**src/rtl/inertial_filter.sv**
```systemverilog
module inertial_filter #(
  parameter int MAX_DLY = 8,
  localparam int DW = $clog2(MAX_DLY + 1),
  localparam int CW = $clog2(MAX_DLY + 2)
) (
  input  logic          clk,
  input  logic          rst_n,
  input  logic          tick,
  input  logic          transport,
  input  logic [DW-1:0] dly,
  input  logic          din,
  output logic          dout
);
  localparam logic [CW-1:0] CNT_TOP = CW'(MAX_DLY + 1);
  localparam logic [DW-1:0] DLY_TOP = DW'(MAX_DLY);

  logic [MAX_DLY-1:0] hist;
  logic [MAX_DLY:0]   hist_sh;
  logic [CW-1:0]      cnt, cnt_nx;
  logic [DW-1:0]      n_eff;
  logic               dly_bit, stable;

  assign n_eff   = (dly > DLY_TOP) ? DLY_TOP : dly;
  assign hist_sh = {hist, din};
  assign cnt_nx  = (din != hist[0]) ? CW'(1) :
                   (cnt == CNT_TOP) ? cnt : cnt + 1'b1;
  assign stable  = cnt_nx > CW'(n_eff);

  always_comb begin
    dly_bit = din;
    for (int k = 1; k <= MAX_DLY; k++)
      if (n_eff == DW'(k)) dly_bit = hist[k-1];
  end

  always_ff @(posedge clk or negedge rst_n) begin
    if (!rst_n) begin
      hist <= '0;
      cnt  <= '0;
      dout <= 1'b0;
    end else if (tick) begin
      hist <= hist_sh[MAX_DLY-1:0];
      cnt  <= cnt_nx;
      if (transport || stable) dout <= dly_bit;
    end
  end
endmodule

```
**config.mk**
```make
export PLATFORM = sky130hd
export DESIGN_NAME = inertial_filter
export DESIGN_NICKNAME = d
export VERILOG_FILES = /design/src/rtl/inertial_filter.sv
export SDC_FILE = /design/constraint.sdc
export NUM_CORES = 1
export LEC_CHECK = 0
export ABC_AREA = 1
export ABC_CLOCK_PERIOD_IN_PS = 1800
export BUFFER_PORTS_ARGS = -buffer_cell sky130_fd_sc_hd__clkbuf_2
export CORE_UTILIZATION = 50
export DETAILED_ROUTE_END_ITERATION = 10
export GPL_TIMING_DRIVEN = 0
export PLACE_DENSITY_LB_ADDON = 0.2
export SLEW_MARGIN = 20
export SYNTH_ARGS = -nofsm -noshare
export SYNTH_HDL_FRONTEND = slang
export SYNTH_SLANG_ARGS = --single-unit
```
**constraint.sdc**
```tcl
create_clock -name clk -period 1.8 [get_ports clk]
set_input_delay 0.36 -clock clk [delete_from_list [all_inputs] [get_ports clk]]
set_output_delay 0.36 -clock clk [all_outputs]
set_load 0.05 [all_outputs]
```
After elaboration in Yosys (flattened, before gate mapping)
Cells that the tools add are included.
- div/mod/pow operators: 0
- $mul: 0
- multiplexer cells: 11
- add/subtract/negate cells: 1
- eq/ne operators: 10
- reductions and logical operators: 2
- magnitude comparators: 2
- shift-type cells: 0
- bitwise logic cells: 0
- operators by type and width (cell ; count):
    $eq 4x3->1 const B ; 4
    $mux 4 ; 3
    $eq 4x2->1 const B ; 2
    $eq 4x4->1 const B ; 2
    $mux 1 ; 8
    $add 4x1->4 const B ; 1
    $eq 4x1->1 const B ; 1
    $gt 4x4->1 ; 1
    $gt 4x4->1 const B ; 1
    $reduce_and 2->1 ; 1
    $logic_or 1x1->1 ; 1
    $ne 1x1->1 ; 1
- RAM bits: 0
- latch bits: 0
- input port bits: 9
- memories kept: 0
- register bits after elaboration: 13
- word-level logic and storage cells: 29
- memory bits (read-only): 0

Depth between registers and ports, before layout
Gate-level depths: netlist of run 1.
- depth in word-level cells: 11
- gate-level depth with buffers: 14
- mapped depth without buffers: 14

Least setup slack after synthesis of run 1
Ideal clock, no wire load.
- path type: reg2reg
- from: register cnt[1]
- to: register dout
- cell stages (with the launch flop): 14
- period minus slack after synthesis: 1.978 ns
- data required time: 1.682 ns
- slack: -0.178 ns
- path buffers: 0
- arrival: 1.860 ns
- cells stage by stage: dfrtp_1 -> inv_1 -> ha_1 -> nand3_1 -> a211oi_1 -> ha_1 -> inv_1 -> nor2_1 -> o21ai_1 -> a32oi_1 -> o21ai_0 -> a21oi_1 -> nand2_1 -> nand2_1
- word-level cells in the longest chain between the ends: 6
- ends and longest elaborated chain (element ; line ; text):
    start, declared ; 19 ; logic [CW-1:0] cnt, cnt_nx;
    start signal, assigned ; 42 ; cnt <= cnt_nx;
    $add 4x1->4 / $eq 4x4->1 (equally long branches) ; 26 ; (cnt == CNT_TOP) ? cnt : cnt + 1'b1;
    $mux 4 * ; 26 ;
    $mux 4 * ; 25 ; assign cnt_nx = (din != hist[0]) ? CW'(1) :
    named net cnt_nx[1] ; 19 ;
    $gt 4x4->1 * ; 27 ; assign stable = cnt_nx > CW'(n_eff);
    $logic_or 1x1->1 * ; 43 ; if (transport || stable) dout <= dly_bit;
    $reduce_and 2->1 (no line) * ; n/a ;
    end signal, assigned ; 43 ;
    end, declared ; 12 ; output logic dout
The timed path passes the listed nets; every way through them passes the cells marked *.
A chain may end at the register's enable or synchronous reset.

Worst setup path after layout of run 1
Ends and elaborated chain as after synthesis.

==> results of run 1 <==
## kinds of logic (layout without fill, tap and decap cells)
family          Yosys count  in the layout  share of synthesized area (%)
flops                    13             13                           36.2
simple gates             49             49                           28.1
buf+inv                  21             41                           9.60
mux                       2              2                           2.50
fa+ha+maj                 6              6                           8.34
compound gates           20             20                           12.4
xor+xnor                  3              3                           2.92
## registers in the layout, indices dropped and copies added, names as in the netlist
name / cells
cnt: 4
dout: 1
hist: 8
## worst max-delay path, cell delays in order, from the launching register on
cell and delay [ns]:
dfrtp_1 0.40, buf_4 0.16, ha_2 0.18, xnor2_1 0.14
nor3_2 0.20, ha_1 0.26, nand2_1 0.07, inv_2 0.04
a32oi_1 0.22, o21ai_1 0.10, a21oi_1 0.11, nand2_1 0.06
nand2_1 0.05
## cell usage in the layout, fill, tap and decap left out, types with 2 or more instances in the layout
cell type   n
inv_2       6
buf_4       7
mux2_2      2
clkbuf_4    3
inv_1      12
clkbuf_2    8
a21oi_1     5
nor2_1      9
o21a_1      2
o21ai_0     6
dfrtp_1    13
ha_4        2
nor2_4      3
nand4_1     2
ha_1        3
o21ai_1     4
clkbuf_1    3
nand2_1    21
nand3_1     9
## worst paths after layout
path | from | endpoint | slack, ns
worst max-delay path | cnt[1] | dout | -0.26
worst min-delay path | transport | dout | 0.38
worst max register to register | cnt[1] | dout | -0.26
worst min register to register | dout | dout | 0.48
max in group asynchronous | rst_n | cnt[0] | 1.06
min in group asynchronous | rst_n | hist[6] | 0.51
## stage by stage
| stage | TNS, ns | cell area (um^2) | total power, mW | instances |
|---|---|---|---|---|
| finish | -0.256 | 1130 | 1.08 | 158 |
| global route | -0.396 | 1130 | 1.15 | 158 |
| CTS | -0.221 | 1110 | 1.04 | 158 |
| detailed placement | -0.305 | 985 | 0.735 | 146 |
| global placement | -0.237 | 985 | 0.720 | 146 |
| floorplan | -0.0637 | 915 | 0.649 | 114 |
## metal layers
layer  routed length (um)  track usage (%)
met5                    0                0
met4                   23             13.9
met3                   86             1.63
met2                  927             36.8
met1                  866             29.6
## area by class of cell
type | count | area share, %
plain buffers | 3 | 1.65
clock buffers | 4 | 2.32
inverters | 18 | 5.95
multi-input cells | 80 | 49.7
flip-flops and latches | 13 | 28.7
well taps | 24 | 2.65
repair buffers | 16 | 9.04
## Yosys cell counts (2+ instances only)
master / number / area (um^2)
o21a_1: 2 / 15.0
dfrtp_1: 13 / 325
o21ai_1: 3 / 15.0
a21oi_1: 6 / 30.0
o21ai_0: 7 / 35.0
nor2_1: 10 / 37.5
nand2_1: 21 / 78.8
nor2_4: 2 / 22.5
nand4_1: 2 / 12.5
clkbuf_1: 2 / 7.51
xor2_1: 2 / 17.5
ha_1: 6 / 75.1
nand3_1: 10 / 50.1
mux2_2: 2 / 22.5
inv_1: 13 / 48.8
inv_2: 5 / 18.8
## power breakdown
group	leakage [nW]	switching [mW]	total, mW	internal (mW)
Sequential	0.159	0.0447	0.392	0.347
Combinational	0.365	0.277	0.512	0.235
Clock	0.0150	0.0874	0.173	0.0858
Total	0.539	0.409	1.08	0.668
## timing repair
action	4_1_cts	5_1_grt
hold buffers	1	0
setup buffers	7	0
resized for setup	8	3
hold endpoints to repair	13	0
endpoints found under the setup margin	1	1
pin swaps	11	5
==> impl_metrics.toml, run 1 <==
[routing]
wl_per_cell_um = 12.1
via_count = 810
drc_errors = 0
ant_nets = 0
first_pass_iters = 4
wl_um = 1900
drt-initial-drc-count = 24
vias_per_cell = 5.13

[clock_network]
clk_latency_ns = 0.27
clockBufferDepth = 2
clkSlewWorstSetupHoldPaths_ns = 0.07
cts_made_buffers = 3
htree_levels = 1
numClockSinks = 13
cts_tree = "yes"
root_buffer = "clkbuf_4"

[final_layout]
fill_cells = 126
diodes = 0
postLayoutCoreUtil_pct = 71.2
drive_above_1_share_pct = 30.6
area.growth.synth_to_final_pct = 26.1
ff_latch_area_um2 = 325
multiInputGateArea_um2 = 564
layout.nets = 150

[outcome]
violations = "setup timing"
outcome = "finished with violations"

[grt]
grtUsageTotal_pct = 22.7
antenna_found_initial = 0
grt_pass1_vias = 820
overflow = 0
grt_max_degree = 14
grt_pass1_wl_um = 3240

[worst_setup_path]
critPathRequiredTime_ns = 2.01
start_kind = "flop"
crit_fanout = 3
crit_type = "reg2reg"
arrival_ns = 2.27
r2r_cells = 12
end_kind = "flop"

[run]
drv_cap = 0

[sta]
fmaxAchievable_mhz = 486
worstMarginPinSlew_ns = 0.397
period_minus_slack_ns = 2.06
setup_slack_ns = -0.256
rsz0062_at_grt = "yes"
finClkSkew_ns = 0.00178
setup_violations = 1
whs_ns = 0.385
finalMaxSlewViolations = 0
hold_viol = 0
max_slew_margin_pct = 73.5
post-route-period-util_pct = 114

[die]
core-area_mm2 = 0.00159
fp-row-count = 14
die_height_um = 44.4
die_width_um = 44.4
start_util_pct = 56.4
fp.dieArea_mm2 = 0.00197
io_pins = 10

[synth]
yosys_warnings = 0
synth_edf_count = 0
ys_async_sr_fraction_pct = 100
yosysSeqAreaShare_pct = 36.2
synthFlopType = "dfrtp_1"
synth_cell_types = 24
netlist_area_um2 = 900
synthCells = 114
synth-seq-cells = 13
postSynthNetCount = 129
synth.avg_cell_area_um2 = 7.89

[pwr]
peakVddDrop_mv = 0.718
power_density_mw_per_mm2 = 949
p_leak_nw = 0.539

[place]
pre_cts_slack_ns = -0.305
place.gp.congestion = 0.810
port_buffers = 8
hpwl_um = 1340

[worst_hold_path]
min_path_type = "in2reg"
hold_depth = 4
Power figures use the tool's default switching activity.
==> run 2, diff against run 1 <==
Settings changed: CORE_ASPECT_RATIO set to 1.75, CORE_UTILIZATION 50 to 35.
==> impl_metrics.toml, run 2 (synthesis results as in run 1) <==
[routing]
wl_met1_um = 744
via_count = 790
ant_nets = 0
dr_wl_met2_um = 1100
vias_per_cell = 5.06
drc_errors = 2
drt-initial-drc-count = 13
highest_layer = "met4"
met3WireLength_um = 65
first_pass_iters = 7
wl_um = 1960
wl_per_cell_um = 12.6

[sta]
finClkSkew_ns = 0.00368
fmaxAchievable_mhz = 491
worstMarginPinSlew_ns = 0.447
setup-tns-final_ns = -0.238
hold_viol = 0
max_slew_margin_pct = 70.2
setup_violations = 1
whs_ns = 0.00296
setup_slack_ns = -0.238
post-route-period-util_pct = 113
period_minus_slack_ns = 2.04
rsz0062_at_grt = "yes"
finalMaxSlewViolations = 0

[final_layout]
final_cell_mix = "nand2_1, inv_1, dfrtp_1, nand3_1, nor2_1"
layout_commonest_cell = "nand2_1"
diodes = 0
top_regs = "hist (8), cnt (4), dout (1)"
layout.nets = 146
drive_above_1_share_pct = 31.5
largest_reg_flops = 8
largest-register = "hist"
area.growth.synth_to_final_pct = 25.0
finish.instance_area_mm2 = 0.00112
stdcell_count = 156
postLayoutCoreUtil_pct = 45.7

[worst_setup_path]
end_kind = "flop"
crit_fanout = 6
critPathRequiredTime_ns = 1.94
cp_common_cell = "nand2_1"
start_kind = "flop"
worst-path-buf-inv = 1
path_delay_family = "adder cells"
cpMaxStageDelayCell = "dfrtp_2"
crit_chain = "ha_1, xnor2_2, nor3_4, ha_1, nand2_1, inv_2, o21ai_1, a32oi_2, o21ai_1, a21oi_1, nand2_1, nand2_1"
critPathMaxStageDelay_ns = 0.46
crit_type = "reg2reg"
arrival_ns = 2.17

[outcome]
violations = "DRC, setup timing"
outcome = "finished with violations"

[pwr]
p_leak_nw = 0.526
peakVddDrop_mv = 0.486
power_density_mw_per_mm2 = 1000
power_mw = 1.13

[clock_network]
numClockSinks = 13
cts_made_buffers = 3
root_buffer = "clkbuf_8"
cts_tree = "yes"
clockBufferDepth = 2
htree_levels = 1
clk_latency_ns = 0.25
clkSlewWorstSetupHoldPaths_ns = 0.06
hold_buffers = 0

[die]
fp-row-count = 24
die_width_um = 40.3
start_util_pct = 36.5
io_pins = 10
fp.dieArea_mm2 = 0.00279
core-area_mm2 = 0.00246
die_height_um = 69.1

[place]
dp.cells = 148
hpwl_um = 1500
placed_area_um2 = 987
place.gp.congestion = 0.805
port_buffers = 8
pre_cts_slack_ns = -0.341

[grt]
antenna_found_initial = 0
grt_pass1_wl_um = 3080
grtUsageTotal_pct = 15.7
grt_pass1_vias = 752
grt_max_degree = 14
overflow = 0

[worst_hold_path]
min_path_type = "in2async"

[run]
drv_cap = 0
==> run 2: changes by cell type in the layout (fill, tap and decap cells not counted), moves of 2 or more <==
cell | before | now
ha_1 | 3 | 5
clkbuf_4 | 3 | 0
dfrtp_2 | 0 | 2
dfrtp_1 | 13 | 11
clkbuf_8 | 0 | 3
buf_4 | 7 | 4
==> run 2: worst reg2reg max path: stages, from the launching register on <==
cell	delay (ns)
dfrtp_2	0.46
ha_1	0.25
xnor2_2	0.15
nor3_4	0.18
ha_1	0.25
nand2_1	0.08
inv_2	0.04
o21ai_1	0.09
a32oi_2	0.08
o21ai_1	0.18
a21oi_1	0.06
nand2_1	0.07
nand2_1	0.04
==> run 2: layout make-up <==
cell class	instances	area (um^2)
Fill cell	261	1340
Tap cell	26	32.5
Buffer	3	18.8
Timing Repair Buffer	12	70.1
Clock buffer	4	45.0
Sequential cell	13	328
Multi-Input combinational cell	80	563
Inverter	18	67.6
==> run 2: final timing paths <==
kind	from	end	slack, ns	cells past startpoint
max in group asynchronous	rst_n	cnt[0]	1.53	1
hold reg to reg	hist[6]	hist[7]	0.48	2
setup reg to reg	cnt[0]	dout	-0.24	12
min in group clk	transport	dout	0.42	4
hold / removal	rst_n	hist[2]	0.003	1
setup / recovery	cnt[0]	dout	-0.24	12
==> run 2: where the power goes <==
part	total (mW)	switching [mW]	internal, mW
clock network	0.262	0.105	0.156
registers	0.411	0.0606	0.351
logic	0.454	0.248	0.206
total	1.13	0.414	0.713
==> run 2: timing repair <==
item / in CTS / in global routing
resized for setup: 3 / 11
setup buffers: 4 / 0
setup endpoints to repair: 1 / 1
pin swaps: 4 / 9
==> run 2: routing by layer <==
| layer | track usage (%) | vias to the layer above |
|---|---|---|
| met4 | 6.67 | 0 |
| met2 | 28.6 | 16 |
| met3 | 1.93 | 7 |
| li1 | - | 405 |
| met1 | 15.7 | 362 |
| met5 | 0 | - |
==> run 3, diff against run 2 <==
Settings changed: ABC_AREA 1 to not set, PLACE_DENSITY_LB_ADDON 0.2 to 0.08.
==> impl_metrics.toml, run 3 <==
[outcome]
outcome = "finished with violations"
violations = "setup timing"

[grt]
grtUsageTotal_pct = 16.3
grt_max_degree = 14
grt_pass1_wl_um = 2820
overflow = 0
grt_pass1_vias = 676
antenna_found_initial = 0

[place]
hpwl_um = 1250
dp.cells = 107
place.gp.congestion = 0.689
port_buffers = 8

[clock_network]
clk_latency_ns = 0.28
htree_levels = 1
clkSlewWorstSetupHoldPaths_ns = 0.07
cts_tree = "yes"
clockBufferDepth = 2
cts_made_buffers = 3
root_buffer = "clkbuf_4"
numClockSinks = 13

[sta]
setup_violations = 1
fmaxAchievable_mhz = 438
period_minus_slack_ns = 2.28
rsz0062_at_grt = "yes"
finalMaxSlewViolations = 0
worstMarginPinSlew_ns = 0.400
setup-tns-final_ns = -0.483
finClkSkew_ns = 0.00112
hold_viol = 0
setup_slack_ns = -0.483
post-route-period-util_pct = 127
max_slew_margin_pct = 73.2

[routing]
via_count = 641
wl_um = 1700
drc_errors = 0
ant_nets = 0
wl_per_cell_um = 14.2
drt-initial-drc-count = 2
vias_per_cell = 5.34
first_pass_iters = 5

[synth]
ys_async_sr_fraction_pct = 100
synth_top_area_share_pct = 40.6
synth_edf_count = 0
netlist_area_um2 = 801
yosys_warnings = 0
synth_cell_types = 27
yosysSeqAreaShare_pct = 40.6
postSynthNetCount = 90
synth.avg_cell_area_um2 = 10.7
synth-seq-cells = 13
synthTopCellsByArea = "dfrtp_1, mux2_2, ha_1"
synthCells = 75
synthFlopType = "dfrtp_1"
synth_commonest_cells = "dfrtp_1, mux2_2, ha_1, nor2_1"
synth_most_common_cell = "dfrtp_1"
synth_top_area_cell = "dfrtp_1"

[die]
core-area_mm2 = 0.00212
fp-row-count = 22
start_util_pct = 37.8
die_height_um = 65.3
die_width_um = 38.2
fp.dieArea_mm2 = 0.00249
io_pins = 10

[worst_setup_path]
crit_fanout = 4
end_kind = "flop"
crit_type = "reg2reg"
critPathRequiredTime_ns = 1.97
start_kind = "flop"
arrival_ns = 2.45

[pwr]
power_density_mw_per_mm2 = 1120
peakVddDrop_mv = 0.530
p_leak_nw = 0.460
power_mw = 1.12

[final_layout]
top_regs = "hist (8), cnt (4), dout (1)"
largest_reg_flops = 8
area.growth.synth_to_final_pct = 25.6
diodes = 0
stdcell_count = 120
layout.nets = 112
layout_commonest_cell = "dfrtp_1"
largest-register = "hist"
drive_above_1_share_pct = 41.7
fill_cells = 193
final_cell_mix = "dfrtp_1, mux2_2, clkbuf_2, buf_4"

[worst_hold_path]
min_path_type = "in2reg"

[run]
drv_cap = 0
## run 3: routing by layer
| layer | wire length (um) | track usage, % |
|---|---|---|
| met5 | 0 | 0 |
| met4 | 46 | 9.38 |
| met3 | 38 | 3.04 |
| met2 | 967 | 29.9 |
| met1 | 650 | 15.6 |
## run 3: cell type report
class	instances	area, um^2	share of cell area (%)
Clock buffer	4	26.3	2.61
Buffer	2	8.76	0.871
Tap cell	24	30.0	2.99
Multi-Input combinational cell	57	493	49.0
Inverter	3	11.3	1.12
Sequential cell	13	327	32.5
Timing Repair Buffer	17	110	10.9
## run 3: what timing repair did
| action | 4_1_cts | 5_1_grt |
|---|---|---|
| resized for setup | 5 | 3 |
| buffers inserted | 5 | 3 |
| hold endpoints to repair | 13 | 0 |
| hold buffers | 1 | 0 |
| endpoints found under the setup margin | 1 | 1 |
| pin swaps | 7 | 11 |
## run 3: per-stage QoR
step                setup slack, ns  cell area [um^2]  hold WS [ns]  util, %
detailed placement           -0.506               878         0.271     41.4
CTS                          -0.468               972         0.379     45.9
global route                 -0.620              1010         0.381     47.5
floorplan                    -0.298               808        0.0644        -
global placement             -0.469               878         0.281     41.4
finish                       -0.483              1010         0.384     47.5
## run 3: path summary, 6_finish.rpt
path	start	to	slack [ns]	cells after the start
worst max-delay path	cnt[0]	dout	-0.48	10
worst min-delay path	din	hist[0]	0.38	2
worst max register to register	cnt[0]	dout	-0.48	10
worst min register to register	hist[7]	hist[7]	0.52	1
max in group asynchronous	rst_n	cnt[0]	1.03	2
min in group asynchronous	rst_n	hist[0]	0.51	2
## run 3: cell families (layout without fill, tap and decap cells)
| family | count (synthesis) | after routing | share of synthesized area (%) |
|---|---|---|---|
| fa+ha+maj | 6 | 6 | 9.37 |
| compound gates | 15 | 15 | 12.7 |
| simple gates | 19 | 19 | 12.5 |
| xor+xnor | 4 | 4 | 4.38 |
| mux | 13 | 13 | 18.0 |
| buf+inv | 5 | 26 | 2.50 |
| flops | 13 | 13 | 40.6 |
## run 3: power by group
part | internal (mW) | leakage [nW] | switching [mW]
Clock | 0.0861 | 0.0150 | 0.0925
Combinational | 0.275 | 0.289 | 0.228
Sequential | 0.377 | 0.156 | 0.0669
Total | 0.738 | 0.460 | 0.387
## run 3: worst max-delay path, stage by stage, from the launching register on
cell      delay [ns]
dfrtp_2         0.44
ha_4            0.17
nand3b_1        0.15
nor2_1          0.08
a211oi_2        0.24
ha_1            0.29
nor2b_4         0.13
o21ai_2         0.10
a21oi_1         0.08
o21ai_1         0.17
mux2_4          0.31
